`src/rtl/acc_seq_pkg.sv`:
```
`timescale 1ns/1ps
package acc_seq_pkg;
  localparam int DATA_W = 8;
  localparam int ADDR_W = 16;

  localparam logic [DATA_W-1:0] OP_LDI  = 8'hB0;
  localparam logic [DATA_W-1:0] OP_ADDI = 8'h04;
  localparam logic [DATA_W-1:0] OP_HALT = 8'hF4;

  typedef enum logic [2:0] {
    ST_FETCH,   // opcode read strobe
    ST_OP_WAIT, // opcode arriving, decode
    ST_IMM,     // operand read strobe
    ST_EXEC,    // operand arriving, write back, step pc
    ST_HALT
  } seq_state_e;
endpackage

```
`src/rtl/acc_seq_pc.sv`:
```
`timescale 1ns/1ps
module acc_seq_pc #(
  parameter int              AW    = 16,
  parameter logic [AW-1:0]   START = 16'h1400,
  parameter int              STEP  = 2
) (
  input  logic          clk_i,
  input  logic          rst_ni,
  input  logic          step_i,
  output logic [AW-1:0] pc_o
);
  localparam logic [AW-1:0] STEP_V = AW'(STEP);

  logic [AW-1:0] pc_q;

  always_ff @(posedge clk_i or negedge rst_ni) begin
    if (!rst_ni)     pc_q <= START;
    else if (step_i) pc_q <= pc_q + STEP_V;
  end

  assign pc_o = pc_q;

  p_pc_step_r7: assert property (@(posedge clk_i) disable iff (!rst_ni)
    (pc_q != $past(pc_q)) |-> (pc_q == $past(pc_q) + STEP_V))
    else $error("pc moved by other than one instruction length");
endmodule

```
`src/rtl/acc_seq_regfile.sv`:
```
`timescale 1ns/1ps
module acc_seq_regfile #(
  parameter int DW   = 8,
  parameter int NREG = 4,
  localparam int IW  = (NREG > 1) ? $clog2(NREG) : 1
) (
  input  logic          clk_i,
  input  logic          rst_ni,
  input  logic          wr_en_i,
  input  logic [IW-1:0] wr_idx_i,
  input  logic [DW-1:0] wr_data_i,
  input  logic [IW-1:0] rd_idx_i,
  output logic [DW-1:0] rd_data_o
);
  logic [DW-1:0] regs_q [NREG];

  for (genvar g = 0; g < NREG; g++) begin : g_reg
    always_ff @(posedge clk_i or negedge rst_ni) begin
      if (!rst_ni)                                  regs_q[g] <= '0;
      else if (wr_en_i && (wr_idx_i == IW'(g)))     regs_q[g] <= wr_data_i;
    end
  end

  assign rd_data_o = regs_q[rd_idx_i];

  p_acc_hold_r3: assert property (@(posedge clk_i) disable iff (!rst_ni)
    (!wr_en_i && $stable(rd_idx_i)) |=> $stable(rd_data_o))
    else $error("register changed without a write");
endmodule

```
`src/rtl/acc_seq_ctrl.sv`:
```
`timescale 1ns/1ps
module acc_seq_ctrl
  import acc_seq_pkg::*;
#(
  parameter int DW = 8
) (
  input  logic          clk_i,
  input  logic          rst_ni,
  input  logic [DW-1:0] data_i,
  output logic          rd_o,
  output logic          sel_operand_o,
  output logic          pc_step_o,
  output logic          wr_en_o,
  output logic          wr_add_o,
  output logic          halted_o
);
  seq_state_e state_q, state_d;
  logic       add_q, add_d;

  always_comb begin
    state_d       = state_q;
    add_d         = add_q;
    rd_o          = 1'b0;
    sel_operand_o = 1'b0;
    pc_step_o     = 1'b0;
    wr_en_o       = 1'b0;
    halted_o      = 1'b0;
    unique case (state_q)
      ST_FETCH: begin
        rd_o    = 1'b1;
        state_d = ST_OP_WAIT;
      end
      ST_OP_WAIT: begin
        if (data_i == DW'(OP_LDI)) begin
          add_d   = 1'b0;
          state_d = ST_IMM;
        end else if (data_i == DW'(OP_ADDI)) begin
          add_d   = 1'b1;
          state_d = ST_IMM;
        end else begin
          state_d = ST_HALT; // explicit halt and undefined codes
        end
      end
      ST_IMM: begin
        rd_o          = 1'b1;
        sel_operand_o = 1'b1;
        state_d       = ST_EXEC;
      end
      ST_EXEC: begin
        wr_en_o   = 1'b1;
        pc_step_o = 1'b1;
        state_d   = ST_FETCH;
      end
      ST_HALT: halted_o = 1'b1;
      default: state_d = ST_HALT;
    endcase
  end

  always_ff @(posedge clk_i or negedge rst_ni) begin
    if (!rst_ni) begin
      state_q <= ST_FETCH;
      add_q   <= 1'b0;
    end else begin
      state_q <= state_d;
      add_q   <= add_d;
    end
  end

  assign wr_add_o = add_q;

  p_one_read_r2: assert property (@(posedge clk_i) disable iff (!rst_ni)
    rd_o |=> !rd_o)
    else $error("read strobe in consecutive cycles");
  p_halt_quiet_r5: assert property (@(posedge clk_i) disable iff (!rst_ni)
    halted_o |-> (!rd_o && !pc_step_o && !wr_en_o))
    else $error("activity while halted");
  p_halt_sticky_r8: assert property (@(posedge clk_i) disable iff (!rst_ni)
    halted_o |=> halted_o)
    else $error("halt released without reset");
endmodule

```
`src/rtl/acc_seq_core.sv`:
```
`timescale 1ns/1ps
module acc_seq_core
  import acc_seq_pkg::*;
#(
  parameter logic [ADDR_W-1:0] START_ADDR = 16'h1400,
  parameter int                NUM_REGS   = 4
) (
  input  logic              clk_i,
  input  logic              rst_ni,
  output logic [ADDR_W-1:0] mem_addr_o,
  output logic              mem_rd_o,
  input  logic [DATA_W-1:0] mem_data_i,
  output logic              halted_o,
  output logic [DATA_W-1:0] acc_o
);
  localparam int IW      = (NUM_REGS > 1) ? $clog2(NUM_REGS) : 1;
  localparam int INSN_SZ = 2;

  logic              sel_operand, pc_step, wr_en, wr_add;
  logic [ADDR_W-1:0] pc;
  logic [DATA_W-1:0] acc, sum, wr_data;

  acc_seq_ctrl #(.DW(DATA_W)) u_ctrl (
    .clk_i, .rst_ni,
    .data_i        (mem_data_i),
    .rd_o          (mem_rd_o),
    .sel_operand_o (sel_operand),
    .pc_step_o     (pc_step),
    .wr_en_o       (wr_en),
    .wr_add_o      (wr_add),
    .halted_o      (halted_o)
  );

  acc_seq_pc #(.AW(ADDR_W), .START(START_ADDR), .STEP(INSN_SZ)) u_pc (
    .clk_i, .rst_ni,
    .step_i (pc_step),
    .pc_o   (pc)
  );

  // carry out of the add is dropped
  assign sum     = acc + mem_data_i;
  assign wr_data = wr_add ? sum : mem_data_i;

  acc_seq_regfile #(.DW(DATA_W), .NREG(NUM_REGS)) u_regs (
    .clk_i, .rst_ni,
    .wr_en_i   (wr_en),
    .wr_idx_i  ('0),
    .wr_data_i (wr_data),
    .rd_idx_i  ('0),
    .rd_data_o (acc)
  );

  assign mem_addr_o = pc + ADDR_W'(sel_operand);
  assign acc_o      = acc;

  p_halt_addr_r5: assert property (@(posedge clk_i) disable iff (!rst_ni)
    (halted_o && $past(halted_o)) |-> $stable(mem_addr_o))
    else $error("address moved while halted");
endmodule

```
`config.mk`:
```
export PLATFORM = sky130hd
export DESIGN_NAME = acc_seq_core
export DESIGN_NICKNAME = d
export VERILOG_FILES = /design/src/rtl/acc_seq_pkg.sv /design/src/rtl/acc_seq_pc.sv /design/src/rtl/acc_seq_regfile.sv /design/src/rtl/acc_seq_ctrl.sv /design/src/rtl/acc_seq_core.sv
export SDC_FILE = /design/constraint.sdc
export NUM_CORES = 1
export LEC_CHECK = 0
export ABC_CLOCK_PERIOD_IN_PS = 5450
export BUFFER_PORTS_ARGS = -buffer_cell sky130_fd_sc_hd__buf_2
export CAP_MARGIN = 20
export CORE_UTILIZATION = 45
export CTS_CLUSTER_DIAMETER = 40
export DETAILED_ROUTE_END_ITERATION = 7
export GPL_TIMING_DRIVEN = 0
export PLACE_DENSITY = 0.74
export SLEW_MARGIN = 20
export SYNTH_ARGS = -nofsm -noshare
export SYNTH_HDL_FRONTEND = slang
export SYNTH_SLANG_ARGS = --single-unit
```
`constraint.sdc`:
```
create_clock -name clk_i -period 5.45 [get_ports clk_i]
set_input_delay 0.2725 -clock clk_i [delete_from_list [all_inputs] [get_ports clk_i]]
set_output_delay 0.2725 -clock clk_i [all_outputs]
set_load 0.01 [all_outputs]
```
Yosys cells after proc, flatten, opt, wreduce, memory -nomap -nowiden
Index checks and enable logic that the tools add are counted.
{"block": "word_totals", "out_inout_bits": 26, "inputBits": 10, "ff_bits": 28, "wordCells": 27}
{"block": "classes", "muxes": 10, "n_reduce_logical": 4, "eq_ne": 6, "add_sub_neg": 3}
{"cell": "$add 16x1->16", "n": 1}
{"cell": "$add 16x2->16 const B", "n": 1}
{"cell": "$pmux 3 s5", "n": 1}
{"cell": "$add 8x8->8", "n": 1}
{"cell": "$eq 8x3->1 const B", "n": 1}
{"cell": "$eq 8x8->1 const B", "n": 1}
{"cell": "$mux 8", "n": 1}
{"cell": "$eq 3x2->1 const B", "n": 2}
{"cell": "$mux 1", "n": 6}
{"cell": "$mux 3", "n": 2}
{"cell": "$eq 3x1->1 const B", "n": 1}
{"cell": "$eq 3x3->1 const B", "n": 1}
{"cell": "$logic_not 3->1", "n": 1}
{"cell": "$reduce_and 2->1", "n": 1}
{"cell": "$reduce_bool 2->1", "n": 1}
{"cell": "$reduce_or 2->1", "n": 1}

Depth between registers and ports, before layout
{"block": "logic_depth", "depth_word": 4, "depth_mapped": 9, "ltp_nobuf": 9}

Modules after synthesis
A second synthesis with hierarchy kept.
{"block": "hier_totals", "cells_unflattened": 253, "hier_area_um2": 3071.7}
{"module": "acc_seq_regfile", "seq_area_each_um2": 800.8, "area_per_inst_um2": 1401.3, "cells_each": 78, "n_inst": 1}
{"module": "acc_seq_core", "seq_area_each_um2": 0.0, "area_per_inst_um2": 714.4, "cells_each": 95, "n_inst": 1}
{"module": "acc_seq_pc", "seq_area_each_um2": 377.9, "area_per_inst_um2": 705.7, "cells_each": 59, "n_inst": 1}
{"module": "acc_seq_ctrl", "seq_area_each_um2": 100.1, "area_per_inst_um2": 250.2, "cells_each": 21, "n_inst": 1}

Least setup slack after synthesis
Ideal clock, no wire load.
{"block": "synth_timing", "path_kind": "register to register", "start": "reg u_regs.regs_q[24] (netlist name)", "end": "reg u_regs.regs_q[30] (netlist name)", "path_buffers": 0, "stages_incl_launch_ff": 10, "setup_ns": 0.133, "required_ns": 5.317, "setup_slack_ns": 3.560, "synth_period_minus_slack_ns": 1.890, "arrival_ns": 1.757, "path_cell_list": "dfrtp_1 > ha_1 > inv_1 > fa_1 > nor2b_1 > o31a_1 > o21ai_0 > a21o_1 > a31oi_1 > o21ai_0"}
{"block": "synth_between", "elab_chain_cells": 2}
{"item": "from (decl)", "line_no": "acc_seq_regfile.sv:15", "text": "logic [DW-1:0] regs_q [NREG];"}
{"item": "from (signal, indexed assignment)", "line_no": "acc_seq_regfile.sv:20", "text": "else if (wr_en_i && (wr_idx_i == IW'(g))) regs_q[g] <= wr_data_i;"}
{"item": "$add 8x8->8", "line_no": "acc_seq_core.sv:41", "text": "assign sum = acc + mem_data_i;"}
{"item": "$mux 8", "line_no": "acc_seq_core.sv:42", "text": "assign wr_data = wr_add ? sum : mem_data_i;"}
No other way between the ends.
A chain may end at the register's enable or synchronous reset.

Worst setup path in the final report
Ends and elaborated chain as after synthesis.

==> metrics <==
status=finished clean; Compound-Gate Fraction of Synth Area=12.9%; die area=0.00370 mm^2; PostCTS Resize Cnt=0; RSZ-0062 raised after global routing=false; Iteration-0 DRC Markers=76; H-tree levels=1; crit path kind=flip-flop to flip-flop; Setup crit end kind=flip-flop; final setup margin=~3.4 ns; Unique masters post-synth=40; fin util=57.5%; Layout Area Growth over Synthesis=17.4%; Vias/cell=roughly 5.3; Yosys reg bits=27; Yosys warning count=0; setup_tns=0 ns; DIE WIDTH=around 61 um; Final nets=roughly 220; Synth Area in Simple Gates=21.5%; Antenna Cells=0; Routed WL=about 3.3 mm; adder-cell share of the synthesized area=7.72%; initial antenna violation count=0; max-capacitance violation count=0; power density cells=approximately 180 mW/mm^2; Tmin final=2.09 ns; Peak VDD IR=between 0.15 and 0.2 mV; Mapped Area=between 0.0015 and 0.002 mm^2; WP data required=roughly 5.6 ns; clk_lat worst skew=0.33 ns; xor/xnor cell area share of the yosys netlist=under 10%; port bufs=35; WP data arrival=about 2.3 ns; Syn Nets=between 150 and 200; crit share post-route=38.4%; syn_area_per_cell=about 9.5 um^2; starting density of the core=about half; share of layout cells above drive strength 1=24.0%; post-synthesis sequential area ratio=a little over two fifths; Post-route DRC=0; Fillers=291; drt first pass iters=4; sw frac=between 20 and 25%; fmax=0.477 GHz; Reg power frac=~63%; HPWL after DPL=2.46 mm; Pint=0.241 mW; mux contribution to synthesized area=1.93%; grt ovf=0; post-route cell area=0.00183 mm^2; main combinational cell family by area after synthesis=simple AND/OR/NAND/NOR gates; count of pins over their slew limit=0; antenna-violating nets left=0; # setup viols final=0; Worst slew margin=between 60% and 70%; IO Count=36; All-Layer GR Usage=19.6%; Die Height=60.8 um; placed instance count=between 200 and 250; first-pass GRT wire length=approximately 5.3 mm; Clock Power Share=a little over a quarter; worst hold path class=input port to flip-flop; leak pwr=just over 0.9 nW; CTS sink cnt=27; vias post-DR=1323; largest net degree at the start of global routing=28; Reg clk slew, reported paths=~0.16 ns; Row Count=20; Layout Cells excl Fill=248; Setup WS pre-CTS=approximately 3.4 ns; P_sw=between 0.07 and 0.08 mW; vias in the first global route=1209; Placer Congestion=about 0.81; CP Launch Type=flip-flop; synthesized instance count=164; Max Buffers Root-to-Sink=2; Layout Skew=between 0.02 and 0.025 ns; Sequential Area=approximately 680 um^2; Worst Tran Pin Value=0.589 ns; Worst Hold Depth=3; mean routed wirelength per cell=around 13 um; CTS tree=done; combinational power share=9.9%; DP Area=0.00179 mm^2; final hold violations=0; Core ar.=~0.0032 mm^2; worst-path fanout max=3; worst reg2reg path depth=9; clock root buffer=clkbuf_4; multi-input combinational cell area=818 um^2; number of CTS-inserted buffers=3
==> sequential cells by signal, summed over array words and instances, names as in the netlist <==
name	count
u_ctrl.wr_add_o	1
u_regs.regs_q	8
u_ctrl.state_q	3
u_pc.pc_o	15
==> worst paths after layout <==
kind                                                    start  slack, ns                             to
worst max-delay path            u_regs.regs_q[24]$_DFFE_PN0N_       3.36  u_regs.regs_q[30]$_DFFE_PN0N_
worst min-delay path                            mem_data_i[3]       0.26  u_regs.regs_q[27]$_DFFE_PN0N_
worst max register to register  u_regs.regs_q[24]$_DFFE_PN0N_       3.36  u_regs.regs_q[30]$_DFFE_PN0N_
worst min register to register      u_pc.pc_o[15]$_DFFE_PN0N_       0.48      u_pc.pc_o[15]$_DFFE_PN0N_
max in group asynchronous                              rst_ni       4.58      u_pc.pc_o[14]$_DFFE_PN0N_
min in group asynchronous                              rst_ni       0.45  u_regs.regs_q[26]$_DFFE_PN0N_
==> cells by family (layout without fill, tap and decap cells) <==
| family | after synthesis | after routing |
|---|---|---|
| AO/OA/AOI/OAI | 34 | 34 |
| XOR/XNOR | 15 | 15 |
| adder cells (fa/ha/maj) | 9 | 9 |
| buffers and inverters | 13 | 53 |
| flip-flops | 27 | 27 |
| multiplexers | 3 | 3 |
| AND/OR/NAND/NOR | 63 | 63 |
==> per-layer routing <==
layer | global-route usage, % | part of all wire [%] | vias to the layer above
met5 | 0 | 0 | -
met1 | 25.5 | 46 | 629
met4 | 4.55 | 0.61 | 0
met2 | 33.0 | 49 | 43
li1 | - | - | 649
met3 | 5.12 | 4.9 | 2
==> cell usage after synthesis (all sizes together) <==
library cell  number  area, um^2
mux2i              3        30.0
ha                 8         100
nand4              3        18.8
o211ai             1        7.51
a211oi             1        7.51
nand2b             1        6.26
or2                1        6.26
o2111ai            1        8.76
and4b              1        10.0
dfstp              2        52.6
clkbuf             2        7.51
nand3b             1        7.51
o21ai             14        70.1
a21o               1        7.51
a31oi              2        12.5
o21bai             2        15.0
nor2b              4        25.0
a21oi              8        40.0
and3b              1        8.76
xor2               6        52.6
nor2              14        52.6
nand2             19        71.3
nor3b              2        15.0
dfrtp             25         626
and4               1        11.3
xnor2              9        78.8
nor4b              1        8.76
nor4               1        6.26
a22oi              1        7.51
o31a               2        17.5
buf                3        22.5
fa                 1        20.0
nor3               2        10.0
o21a               1        7.51
inv                8        30.0
nand3              5        30.0
or3                1        6.26
and3               5        41.3
==> what timing repair did <==
item / 4_1_cts / 5_1_grt
hold buffers: 1 / 0
setup buffers: 0 / 0
hold endpoints to repair: 25 / 0
==> power groups by stage <==
stage / clock, mW / sequential [mW] / combinational [mW]
2_1_floorplan: 0 / 0.204 / 0.0172
3_3_place_gp: 0 / 0.204 / 0.0290
3_5_place_dp: 0 / 0.204 / 0.0305
4_1_cts: 0.0922 / 0.201 / 0.0313
5_1_grt: 0.0986 / 0.201 / 0.0358
6_report: 0.0875 / 0.201 / 0.0315
==> worst max-delay path: stages, from the launching register on <==
cell     delay (ns)
dfrtp_1        0.40
ha_1           0.17
inv_1          0.05
fa_1           0.38
nor2b_1        0.21
o31a_1         0.17
o21ai_0        0.12
a21o_1         0.20
a31oi_1        0.15
o21ai_0        0.10
==> cell usage in the layout (no fill, tap or decap), types with 3 or more instances in the layout <==
master and n:
buf_2 35, dfrtp_1 25, nand2_1 19, nor2_1 14, o21ai_0 14, xnor2_1 9, inv_1 8, a21oi_1 8
ha_1 8, xor2_1 6, nor2b_1 4, nand3_1 4, buf_4 3, nand4_1 3, and3_1 3, mux2i_1 3
clkbuf_4 3
==> through the flow <==
step                hold WS, ns  power (mW)
global placement          0.294       0.233
CTS                       0.245       0.324
global route              0.275       0.335
detailed placement        0.307       0.235
finish                    0.256       0.320
floorplan               -0.0231       0.222
==> layout make-up <==
| cell class | count | share of cell area, % |
|---|---|---|
| multi-input combinational | 124 | 44.8 |
| sequential | 27 | 37.1 |
| timing repair buffer | 36 | 10.1 |
| tap | 44 | 3.01 |
| buffer | 5 | 1.64 |
| inverter | 8 | 1.64 |
| clock buffer | 3 | 1.23 |
| clock inverter | 1 | 0.411 |
No activity file was read; power rests on OpenSTA's default activity.
